--- config.mk ---
export PLATFORM = sky130hd
export DESIGN_NAME = ea_decoder
export DESIGN_NICKNAME = d
export VERILOG_FILES = /design/src/rtl/ea_pkg.sv /design/src/rtl/modrm_split.sv /design/src/rtl/disp_collect.sv /design/src/rtl/ea_adder.sv /design/src/rtl/ea_decoder.sv
export SDC_FILE = /design/constraint.sdc
export NUM_CORES = 1
export LEC_CHECK = 0
export ABC_CLOCK_PERIOD_IN_PS = 6550
export BUFFER_PORTS_ARGS = -buffer_cell sky130_fd_sc_hd__clkbuf_2
export CAP_MARGIN = 40
export CORE_MARGIN = 2
export CORE_UTILIZATION = 45
export CTS_BUF_LIST = sky130_fd_sc_hd__clkbuf_4 sky130_fd_sc_hd__clkbuf_8 sky130_fd_sc_hd__clkbuf_16
export CTS_CLUSTER_DIAMETER = 80
export DETAILED_ROUTE_END_ITERATION = 7
export GPL_TIMING_DRIVEN = 0
export PLACE_DENSITY_LB_ADDON = 0.1
export RECOVER_POWER = 50
export SLEW_MARGIN = 20
export SYNTH_ARGS = -nofsm -noshare
export SYNTH_HDL_FRONTEND = slang
export SYNTH_SLANG_ARGS = --single-unit
--- constraint.sdc ---
create_clock -name clk_i -period 6.55 [get_ports clk_i]
set_input_delay 0.3275 -clock clk_i [delete_from_list [all_inputs] [get_ports clk_i]]
set_output_delay 0.3275 -clock clk_i [all_outputs]
set_load 0.01 [all_outputs]
--- src/rtl/ea_pkg.sv ---
package ea_pkg;
  typedef enum logic [1:0] {
    MOD_IND = 2'b00,
    MOD_D8  = 2'b01,
    MOD_D32 = 2'b10,
    MOD_REG = 2'b11
  } mod_e;

  typedef enum logic [1:0] {
    EA_BASE,
    EA_ABS,
    EA_DIRECT,
    EA_SIB
  } ea_kind_e;

  localparam logic [2:0] RM_ESCAPE = 3'd4;
  localparam logic [2:0] RM_NOBASE = 3'd5;
endpackage

--- src/rtl/modrm_split.sv ---
module modrm_split
  import ea_pkg::*;
#(
  parameter int DISP_BYTES = 4,
  parameter int LEN_W      = 3
) (
  input  logic [7:0]       modrm_i,
  output logic [2:0]       reg_o,
  output logic [2:0]       rm_o,
  output ea_kind_e         kind_o,
  output logic [LEN_W-1:0] disp_len_o
);
  mod_e mode;

  always_comb begin
    mode       = mod_e'(modrm_i[7:6]);
    reg_o      = modrm_i[5:3];
    rm_o       = modrm_i[2:0];
    kind_o     = EA_BASE;
    disp_len_o = '0;
    if (mode == MOD_REG) begin
      kind_o = EA_DIRECT;
    end else if (rm_o == RM_ESCAPE) begin
      kind_o = EA_SIB;
    end else if (mode == MOD_IND && rm_o == RM_NOBASE) begin
      kind_o     = EA_ABS;
      disp_len_o = LEN_W'(DISP_BYTES);
    end else if (mode == MOD_D8) begin
      disp_len_o = LEN_W'(1);
    end else if (mode == MOD_D32) begin
      disp_len_o = LEN_W'(DISP_BYTES);
    end
  end
endmodule

--- src/rtl/disp_collect.sv ---
module disp_collect #(
  parameter int NBYTES = 4,
  parameter int CNT_W  = 3
) (
  input  logic                  clk_i,
  input  logic                  rst_ni,
  input  logic                  clear_i,
  input  logic                  take_i,
  input  logic [7:0]            byte_i,
  output logic [CNT_W-1:0]      cnt_o,
  output logic [NBYTES*8-1:0]   disp_next_o
);
  logic [CNT_W-1:0] cnt_q;
  logic [7:0]       slot_q [NBYTES];

  always_ff @(posedge clk_i or negedge rst_ni) begin
    if (!rst_ni)      cnt_q <= '0;
    else if (clear_i) cnt_q <= '0;
    else if (take_i)  cnt_q <= cnt_q + CNT_W'(1);
  end

  for (genvar i = 0; i < NBYTES; i++) begin : g_slot
    logic hit;
    assign hit = take_i && (cnt_q == CNT_W'(i));

    always_ff @(posedge clk_i or negedge rst_ni) begin
      if (!rst_ni)      slot_q[i] <= '0;
      else if (clear_i) slot_q[i] <= '0;
      else if (hit)     slot_q[i] <= byte_i;
    end

    // little-endian: slot i lands in byte lane i, current byte merged in
    assign disp_next_o[i*8 +: 8] = hit ? byte_i : slot_q[i];
  end

  assign cnt_o = cnt_q;

  // never more displacement bytes than a full word
  a_r5_cnt_bound: assert property (@(posedge clk_i) disable iff (!rst_ni)
    cnt_q <= CNT_W'(NBYTES));
endmodule

--- src/rtl/ea_adder.sv ---
module ea_adder #(
  parameter int AW = 32
) (
  input  logic [AW-1:0] base_i,
  input  logic [AW-1:0] disp_i,
  input  logic          use_base_i,
  input  logic          short_i,
  output logic [AW-1:0] sum_o
);
  logic [AW-1:0] base_sel;
  logic [AW-1:0] disp_ext;

  always_comb begin
    base_sel = use_base_i ? base_i : '0;
    disp_ext = short_i ? {{(AW-8){disp_i[7]}}, disp_i[7:0]} : disp_i;
    sum_o    = base_sel + disp_ext;
  end
endmodule

--- src/rtl/ea_decoder.sv ---
module ea_decoder
  import ea_pkg::*;
#(
  parameter int ADDR_W = 32
) (
  input  logic              clk_i,
  input  logic              rst_ni,
  input  logic              byte_valid_i,
  input  logic [7:0]        byte_data_i,
  output logic              byte_ready_o,
  output logic [2:0]        rf_idx_o,
  input  logic [ADDR_W-1:0] rf_data_i,
  output logic              done_o,
  output logic [ADDR_W-1:0] ea_o,
  output logic [2:0]        reg_field_o,
  output logic [2:0]        consumed_o,
  output logic              direct_o,
  output logic [2:0]        direct_idx_o,
  output logic              sib_err_o
);
  localparam int DISP_BYTES = ADDR_W / 8;
  localparam int LEN_W      = $clog2(DISP_BYTES + 2);

  typedef enum logic {S_MODRM, S_DISP} st_e;

  st_e              st_q;
  logic             in_modrm, accept, take, last_disp;
  logic [2:0]       f_reg, f_rm;
  ea_kind_e         f_kind;
  logic [LEN_W-1:0] f_len;

  logic [2:0]        reg_q, rm_q;
  ea_kind_e          kind_q;
  logic [LEN_W-1:0]  len_q;
  logic [ADDR_W-1:0] base_q;
  logic [LEN_W-1:0]  cnt;
  logic [ADDR_W-1:0] disp_next, sum;

  logic              done_q, direct_q, sib_q;
  logic [ADDR_W-1:0] ea_q;
  logic [2:0]        reg_field_q, idx_q;
  logic [LEN_W-1:0]  consumed_q;

  assign byte_ready_o = 1'b1;
  assign in_modrm     = (st_q == S_MODRM);
  assign accept       = byte_valid_i && byte_ready_o;
  assign take         = accept && !in_modrm;
  assign last_disp    = take && (cnt == len_q - LEN_W'(1));
  assign rf_idx_o     = in_modrm ? byte_data_i[2:0] : rm_q;

  modrm_split #(.DISP_BYTES(DISP_BYTES), .LEN_W(LEN_W)) u_split (
    .modrm_i    (byte_data_i),
    .reg_o      (f_reg),
    .rm_o       (f_rm),
    .kind_o     (f_kind),
    .disp_len_o (f_len)
  );

  disp_collect #(.NBYTES(DISP_BYTES), .CNT_W(LEN_W)) u_disp (
    .clk_i       (clk_i),
    .rst_ni      (rst_ni),
    .clear_i     (accept && in_modrm),
    .take_i      (take),
    .byte_i      (byte_data_i),
    .cnt_o       (cnt),
    .disp_next_o (disp_next)
  );

  ea_adder #(.AW(ADDR_W)) u_add (
    .base_i     (base_q),
    .disp_i     (disp_next),
    .use_base_i (kind_q == EA_BASE),
    .short_i    (len_q == LEN_W'(1)),
    .sum_o      (sum)
  );

  always_ff @(posedge clk_i or negedge rst_ni) begin
    if (!rst_ni) begin
      st_q        <= S_MODRM;
      reg_q       <= '0;
      rm_q        <= '0;
      kind_q      <= EA_BASE;
      len_q       <= '0;
      base_q      <= '0;
      done_q      <= 1'b0;
      ea_q        <= '0;
      reg_field_q <= '0;
      consumed_q  <= '0;
      direct_q    <= 1'b0;
      idx_q       <= '0;
      sib_q       <= 1'b0;
    end else begin
      done_q <= 1'b0;
      if (accept && in_modrm) begin
        reg_q  <= f_reg;
        rm_q   <= f_rm;
        kind_q <= f_kind;
        len_q  <= f_len;
        base_q <= rf_data_i;
        if (f_len == '0) begin
          done_q      <= 1'b1;
          consumed_q  <= LEN_W'(1);
          reg_field_q <= f_reg;
          direct_q    <= (f_kind == EA_DIRECT);
          sib_q       <= (f_kind == EA_SIB);
          idx_q       <= (f_kind == EA_DIRECT) ? f_rm : 3'd0;
          ea_q        <= (f_kind == EA_BASE) ? rf_data_i : '0;
        end else begin
          st_q <= S_DISP;
        end
      end else if (last_disp) begin
        done_q      <= 1'b1;
        consumed_q  <= len_q + LEN_W'(1);
        reg_field_q <= reg_q;
        direct_q    <= 1'b0;
        sib_q       <= 1'b0;
        idx_q       <= '0;
        ea_q        <= sum;
        st_q        <= S_MODRM;
      end
    end
  end

  assign done_o       = done_q;
  assign ea_o         = ea_q;
  assign reg_field_o  = reg_field_q;
  assign consumed_o   = 3'(consumed_q);
  assign direct_o     = direct_q;
  assign direct_idx_o = idx_q;
  assign sib_err_o    = sib_q;

  a_r2_indirect: assert property (@(posedge clk_i) disable iff (!rst_ni)
    (accept && in_modrm && byte_data_i[7:6] == 2'b00 &&
     byte_data_i[2:0] != 3'd4 && byte_data_i[2:0] != 3'd5)
    |=> (done_o && consumed_o == 3'd1 && ea_o == $past(rf_data_i)));

  a_r6_direct: assert property (@(posedge clk_i) disable iff (!rst_ni)
    (accept && in_modrm && byte_data_i[7:6] == 2'b11)
    |=> (done_o && direct_o && direct_idx_o == $past(byte_data_i[2:0]) && ea_o == '0));

  a_r7_escape: assert property (@(posedge clk_i) disable iff (!rst_ni)
    (accept && in_modrm && byte_data_i[7:6] != 2'b11 && byte_data_i[2:0] == 3'd4)
    |=> (done_o && sib_err_o && consumed_o == 3'd1 && ea_o == '0));

  a_r8_no_early_done: assert property (@(posedge clk_i) disable iff (!rst_ni)
    (!in_modrm && !last_disp) |=> !done_o);

  a_r8_flags_exclusive: assert property (@(posedge clk_i) disable iff (!rst_ni)
    done_o |-> !(direct_o && sib_err_o));

  a_r1_field_held: assert property (@(posedge clk_i) disable iff (!rst_ni)
    !done_o |-> $stable(reg_field_o));
endmodule

Word-level counts from Yosys, hierarchy flattened --
Cells that the tools add are included.
Storage, ports and cells: flip-flop bits (word level) 123, bits in latches 0, memory bits (writable) 0, memory bits (read-only) 0, bits of input ports 43, output and inout port bits 48, word-level logic and storage cells 99, memories kept 0
Operators by class: $add $sub $neg 4, $mul 0, divide/modulo/power cells 0, magnitude comparators 0, eq/ne operators 14, shift-type cells 0, mux-type cells 45, bitwise logic cells 1, reductions and logical operators 17
Operators by type and width (count):
- $mux W32 | 6
- $mux W8 | 8
- $mux W3 | 18
- $add A32 B32 Y32 | 1
- $mux W1 | 11
- $eq A2 B2 Y1 const B | 4
- $logic_and A1 B1 Y1 | 8
- $add A3 B1 Y3 const B | 2
- $eq A3 B1 Y1 const B | 2
- $eq A3 B2 Y1 const B | 2
- $eq A3 B3 Y1 const B | 2
- $logic_not A2 Y1 | 3
- $logic_not A3 Y1 | 2
- $mux W2 | 2
- $ne A2 B2 Y1 const B | 2
- $reduce_and A2 Y1 | 2
- $reduce_bool A2 Y1 | 2
- $eq A3 B3 Y1 | 1
- $sub A3 B1 Y3 const B | 1
- $eq A2 B1 Y1 const B | 1
- $not A1 Y1 | 1

Depth between registers and ports, before layout --
depth in word-level cells 9, depth in mapped cells 17, depth with buffers taken out 14

Cells and area by module --
A second synthesis with hierarchy kept.
Second synthesis, totals: cells, all modules 844, area total of the unflattened synthesis 8155.3 um^2
By module, submodules not included:
- ea_decoder | times used 1, cells an instance 349, area an instance 4007.6 um^2, seq. area each 2202.1 um^2
- disp_collect | times used 1, cells an instance 177, area an instance 2035.7 um^2, seq. area each 875.8 um^2
- ea_adder | times used 1, cells an instance 302, area an instance 1990.7 um^2, seq. area each 0.0 um^2
- modrm_split | times used 1, cells an instance 16, area an instance 121.4 um^2, seq. area each 0.0 um^2

Worst setup path before layout --
No wires, ideal clock.
path kind reg2reg, start point register u_disp.cnt_q[0] (netlist: u_disp.cnt_o[0]), end point register ea_q[29] (netlist: ea_o[29]), arrival time 3.252 ns, required time 6.484 ns, setup slack 3.231 ns, cell stages (with the launch flop) 16, path buffers 3, cells stage by stage dfrtp_1 inv_1 ha_1 nand4b_1 buf_4 mux2i_4 clkbuf_1 a21oi_1 ha_1 clkbuf_1 a21oi_1 o21ai_0 a311o_1 a21oi_1 mux2_2 nand2_1
On the way: word-level cells in the longest chain between the ends 7, elaborated cells between the ends (all ways) 20, those cells by class add/sub (1); eq/ne (4); mux (7); reduce/logical (8)
RTL lines:
- start: declaration | line disp_collect.sv:13 | logic [CNT_W-1:0] cnt_q;
- start signal: assignment | line disp_collect.sv:19 | else if (take_i) cnt_q <= cnt_q + CNT_W'(1);
- $eq A3 B1 Y1 (tied with other cells) | line disp_collect.sv:24 | assign hit = take_i && (cnt_q == CNT_W'(i));
- $logic_and A1 B1 Y1 | line disp_collect.sv:24
- $mux W8 | line disp_collect.sv:33 | assign disp_next_o[i*8 +: 8] = hit ? byte_i : slot_q[i];
- $mux W32 | line ea_adder.sv:15 | disp_ext = short_i ? {{(AW-8){disp_i[7]}}, disp_i[7:0]} : disp_i;
- $add A32 B32 Y32 | line ea_adder.sv:16 | sum_o = base_sel + disp_ext;
- $mux W32 | line ea_decoder.sv:111 | end else if (last_disp) begin
- $mux W32 | line ea_decoder.sv:94 | if (accept && in_modrm) begin
- end signal: assignment | line ea_decoder.sv:107 | ea_q <= (f_kind == EA_BASE) ? rf_data_i : '0;
- end signal: assignment | line ea_decoder.sv:118 | ea_q <= sum;
- end: declaration | line ea_decoder.sv:40 | logic [ADDR_W-1:0] ea_q;
Parallel ways exist; a longest one is shown, timed or not. The select of a mux whose other input is x is not followed. A chain may end at the register's enable or synchronous reset.

==> impl_metrics.ini <==
[outcome]
outcome = complete, but fails checks
violations = max-capacitance violations, max-slew violations

[die]
start_util = 0.4643
dieWidth_um = 132.5
ios = 91
core_area_um2 = 16000
die_y_um = 132.5
die_area_um2 = 17550
rows = 46

[global_route]
antenna_found_initial = 0
grt_pass1_vias = 6568
grt_usage = 0.2667
grt_max_degree = 63
grt_pass1_wl_um = 36130
overflow = 0

[worst_setup_path]
critPathLaunchType = input port
cp_slowest_cell = clkbuf_1
worstPathCellList = dlygate4sd3_1 > clkbuf_1 > clkbuf_2
cpLargestDelayFamily = buffers and inverters
crit_buf_inv = 3
crit_type = in -> async
required_ns = 6.79
crit_fanout = 62
slowest_delay_ns = 2.36
crit_arrival_ns = 4.75
crit_path_end_kind = async pin

[clock_tree]
hold_buffers = 1
cts_sinks = 122
clk_pin_slew_ns = 0.05
tritoncts = done
post_cts_buffers = 0
htreeDepth = 4
clock_path_buffers = 2
numCtsBuffers = 17
cts_resized = 0
root_buffer = clkbuf_16
clock_latency_ns = 0.43

[power_and_ir_drop]
pwr-share-seq = 0.245
power_frac_comb = 0.582
p_int_mw = 2.737
sw_frac_of_total = 0.4639
max-vdd-ir-drop_v = 0.0002573
switchingPower_mw = 2.369
leakage_nw = 4.288
powerDensity_nw_per_um2 = 589.3
p_clk_frac = 0.173

[finish]
layout-drive-gt1-share = 0.1163
utilization = 0.5414
stdcell_area_um2 = 8663
antenna-diode-count = 0
syn_to_final_growth_pct = 16.62
nets = 1059

[timing]
fmax_mhz = 221.7
hold_viol = 0
fin_crit_sh = 0.6887
final_max_slew_viol_count = 125
rsz0062_at_grt = no
fin_skew_ns = 0.008089
relSlewSlack = -1.258
worst_slew_pin_slew_ns = 3.387
layout_min_cycle_time_ns = 4.511
fin_setup_tns_ns = 0
timing.final.setup_violations = 0

[drt]
wl_um = 22870
drt.antenna.violating_nets = 0
drt-initial-drc-count = 489
drt-pass1-iter-count = 5
vias = 6860
post_drt_wl_per_cell_um = 18.98
vias_per_cell = 5.693
drc = 0

[synthesis]
synth_edf_count = 0
ys_async_sr_fraction = 1.000
synth_cell_types = 65
yosysWarnings = 0
synthCells = 868
yosys_most_used_dff = dfrtp_1
synth_area_um2 = 7428
synth_seq_cells = 122
syn_avg_cell_area_um2 = 8.558
synth_fp_nets = 949
seq_area_frac_synth = 0.4110

[placement]
place.gp.congestion = 0.9240
post-dp-hpwl_um = 16520
dpl_cell_area_um2 = 8187
io_buffers = 88

[job]
max_cap_viol_count = 2

[min_path]
hp-class = in -> reg
==> path summary, 6_finish.rpt <==
path / start / end / slack, ns / depth (start not counted)
worst max-delay path: rst_ni / base_q[20]$_DFFE_PN0P_ / 2.04 / 3
worst min-delay path: rf_data_i[12] / base_q[12]$_DFFE_PN0P_ / 0.11 / 3
worst max register to register: st_q$_DFFE_PN0P_ / ea_o[30]$_DFFE_PN0P_ / 2.26 / 14
worst min register to register: base_q[15]$_DFFE_PN0P_ / base_q[15]$_DFFE_PN0P_ / 0.47 / 2
max in group clk_i: st_q$_DFFE_PN0P_ / ea_o[30]$_DFFE_PN0P_ / 2.26 / 14
min in group asynchronous: rst_ni / reg_q[0]$_DFFE_PN0P_ / 1.59 / 2
==> layer usage <==
metal / global-route usage / wire (um) / share of wire / up-vias
met5: 0 / 0 / 0 / -
met4: 0.09677 / 530 / 0.023 / 0
met3: 0.04483 / 1522 / 0.067 / 31
met2: 0.4036 / 10250 / 0.45 / 248
met1: 0.3860 / 10570 / 0.46 / 3303
li1: - / - / - / 3278
==> sequential cells by signal, summed over array words and instances, names as in the netlist, 3 cells and up <==
name / cells
base_q: 32
ea_o: 32
u_disp.slot_q: 32
consumed_o: 3
direct_idx_o: 3
reg_field_o: 3
reg_q: 3
rm_q: 3
u_disp.cnt_o: 3
==> synth_stat cells (8+ instances only) <==
cell type,n,area share
dfrtp_1,122,0.41
buf_1,8,0.0040
and3_1,8,0.0067
xnor2_1,14,0.017
nand3_1,31,0.021
nand4_1,10,0.0084
buf_2,13,0.0088
o211ai_1,13,0.013
o21ai_0,18,0.012
a21o_1,15,0.015
clkbuf_1,32,0.016
ha_1,37,0.062
nor2_1,69,0.035
and2_1,41,0.035
a21oi_1,67,0.045
inv_1,15,0.0076
a31oi_1,29,0.024
nand2_1,178,0.090
mux2_2,9,0.014
mux2i_1,32,0.043
==> power by group through the flow <==
stage / clock (mW) / sequential [mW] / combinational (mW)
after global placement: 0 / 1.25 / 2.93
after CTS: 0.892 / 1.25 / 2.97
after floorplan: 0 / 1.28 / 2.09
after detailed placement: 0 / 1.26 / 2.95
after global routing: 0.928 / 1.29 / 3.30
final: 0.885 / 1.25 / 2.97
==> through the flow <==
| step | hold slack, ns | cells | worst slack (ns) | power [mW] |
|---|---|---|---|---|
| after floorplan | 0.03191 | 868 | 3.231 | 3.371 |
| after global placement | 0.4505 | 1172 | 2.403 | 4.179 |
| after detailed placement | 0.3534 | 1174 | 2.382 | 4.209 |
| after CTS | 0.1018 | 1205 | 2.359 | 5.115 |
| after global routing | 0.1138 | 1205 | 1.142 | 5.519 |
| final | 0.1083 | 1205 | 2.039 | 5.106 |
==> worst register-to-register path: stages (launching register included) <==
cell      delay, ns
dfrtp_1        0.42
clkbuf_1       0.41
nand2_1        0.18
nor2_1         0.17
nand2_1        0.32
mux2i_1        0.36
a21oi_1        0.14
ha_1           0.43
a21oi_1        0.12
o21ai_1        0.20
nor2_1         0.07
a31oi_1        0.53
a21oi_1        0.31
or4_1          0.46
nand3_1        0.09
==> final cells by class <==
class / count / area [um2]
plain buffers: 56 / 237.7
clock buffers: 21 / 467.9
clock inverters: 9 / 75.07
fillers: 1565 / 7337
inverters: 16 / 60.06
multi-input cells: 674 / 4078
flip-flops and latches: 122 / 3053
well taps: 216 / 270.3
repair buffers: 91 / 421.7
==> placed cells by master, fill, tap and decap left out, drive strengths merged, types with 4 or more instances in the layout <==
cell,count
nand4,10
xor2,7
o31ai,4
buf,24
dfrtp,122
and2,41
a21o,15
inv,16
a22o,4
o21ai,22
o22ai,5
nand3,32
a21oi,67
or3,5
a211oi,6
clkinv,6
nor2,69
o211ai,13
ha,37
clkbuf,143
nor3,7
xnor2,14
nand2,178
nand2b,7
mux2i,33
mux2,9
nor2b,4
a31oi,29
and3,8
==> cells by family (layout without fill, tap and decap cells) <==
| logic type | after synthesis | in the layout | share of synthesized area |
|---|---|---|---|
| other | 1 | 1 | 0.0005048 |
| AO/OA/AOI/OAI | 195 | 195 | 0.1671 |
| XOR/XNOR | 21 | 21 | 0.02476 |
| buffers and inverters | 72 | 193 | 0.04009 |
| multiplexers | 42 | 42 | 0.05980 |
| flip-flops | 122 | 122 | 0.4110 |
| AND/OR/NAND/NOR | 376 | 376 | 0.2304 |
| adder cells (fa/ha/maj) | 39 | 39 | 0.06636 |
(Power assumes the default switching activity.)
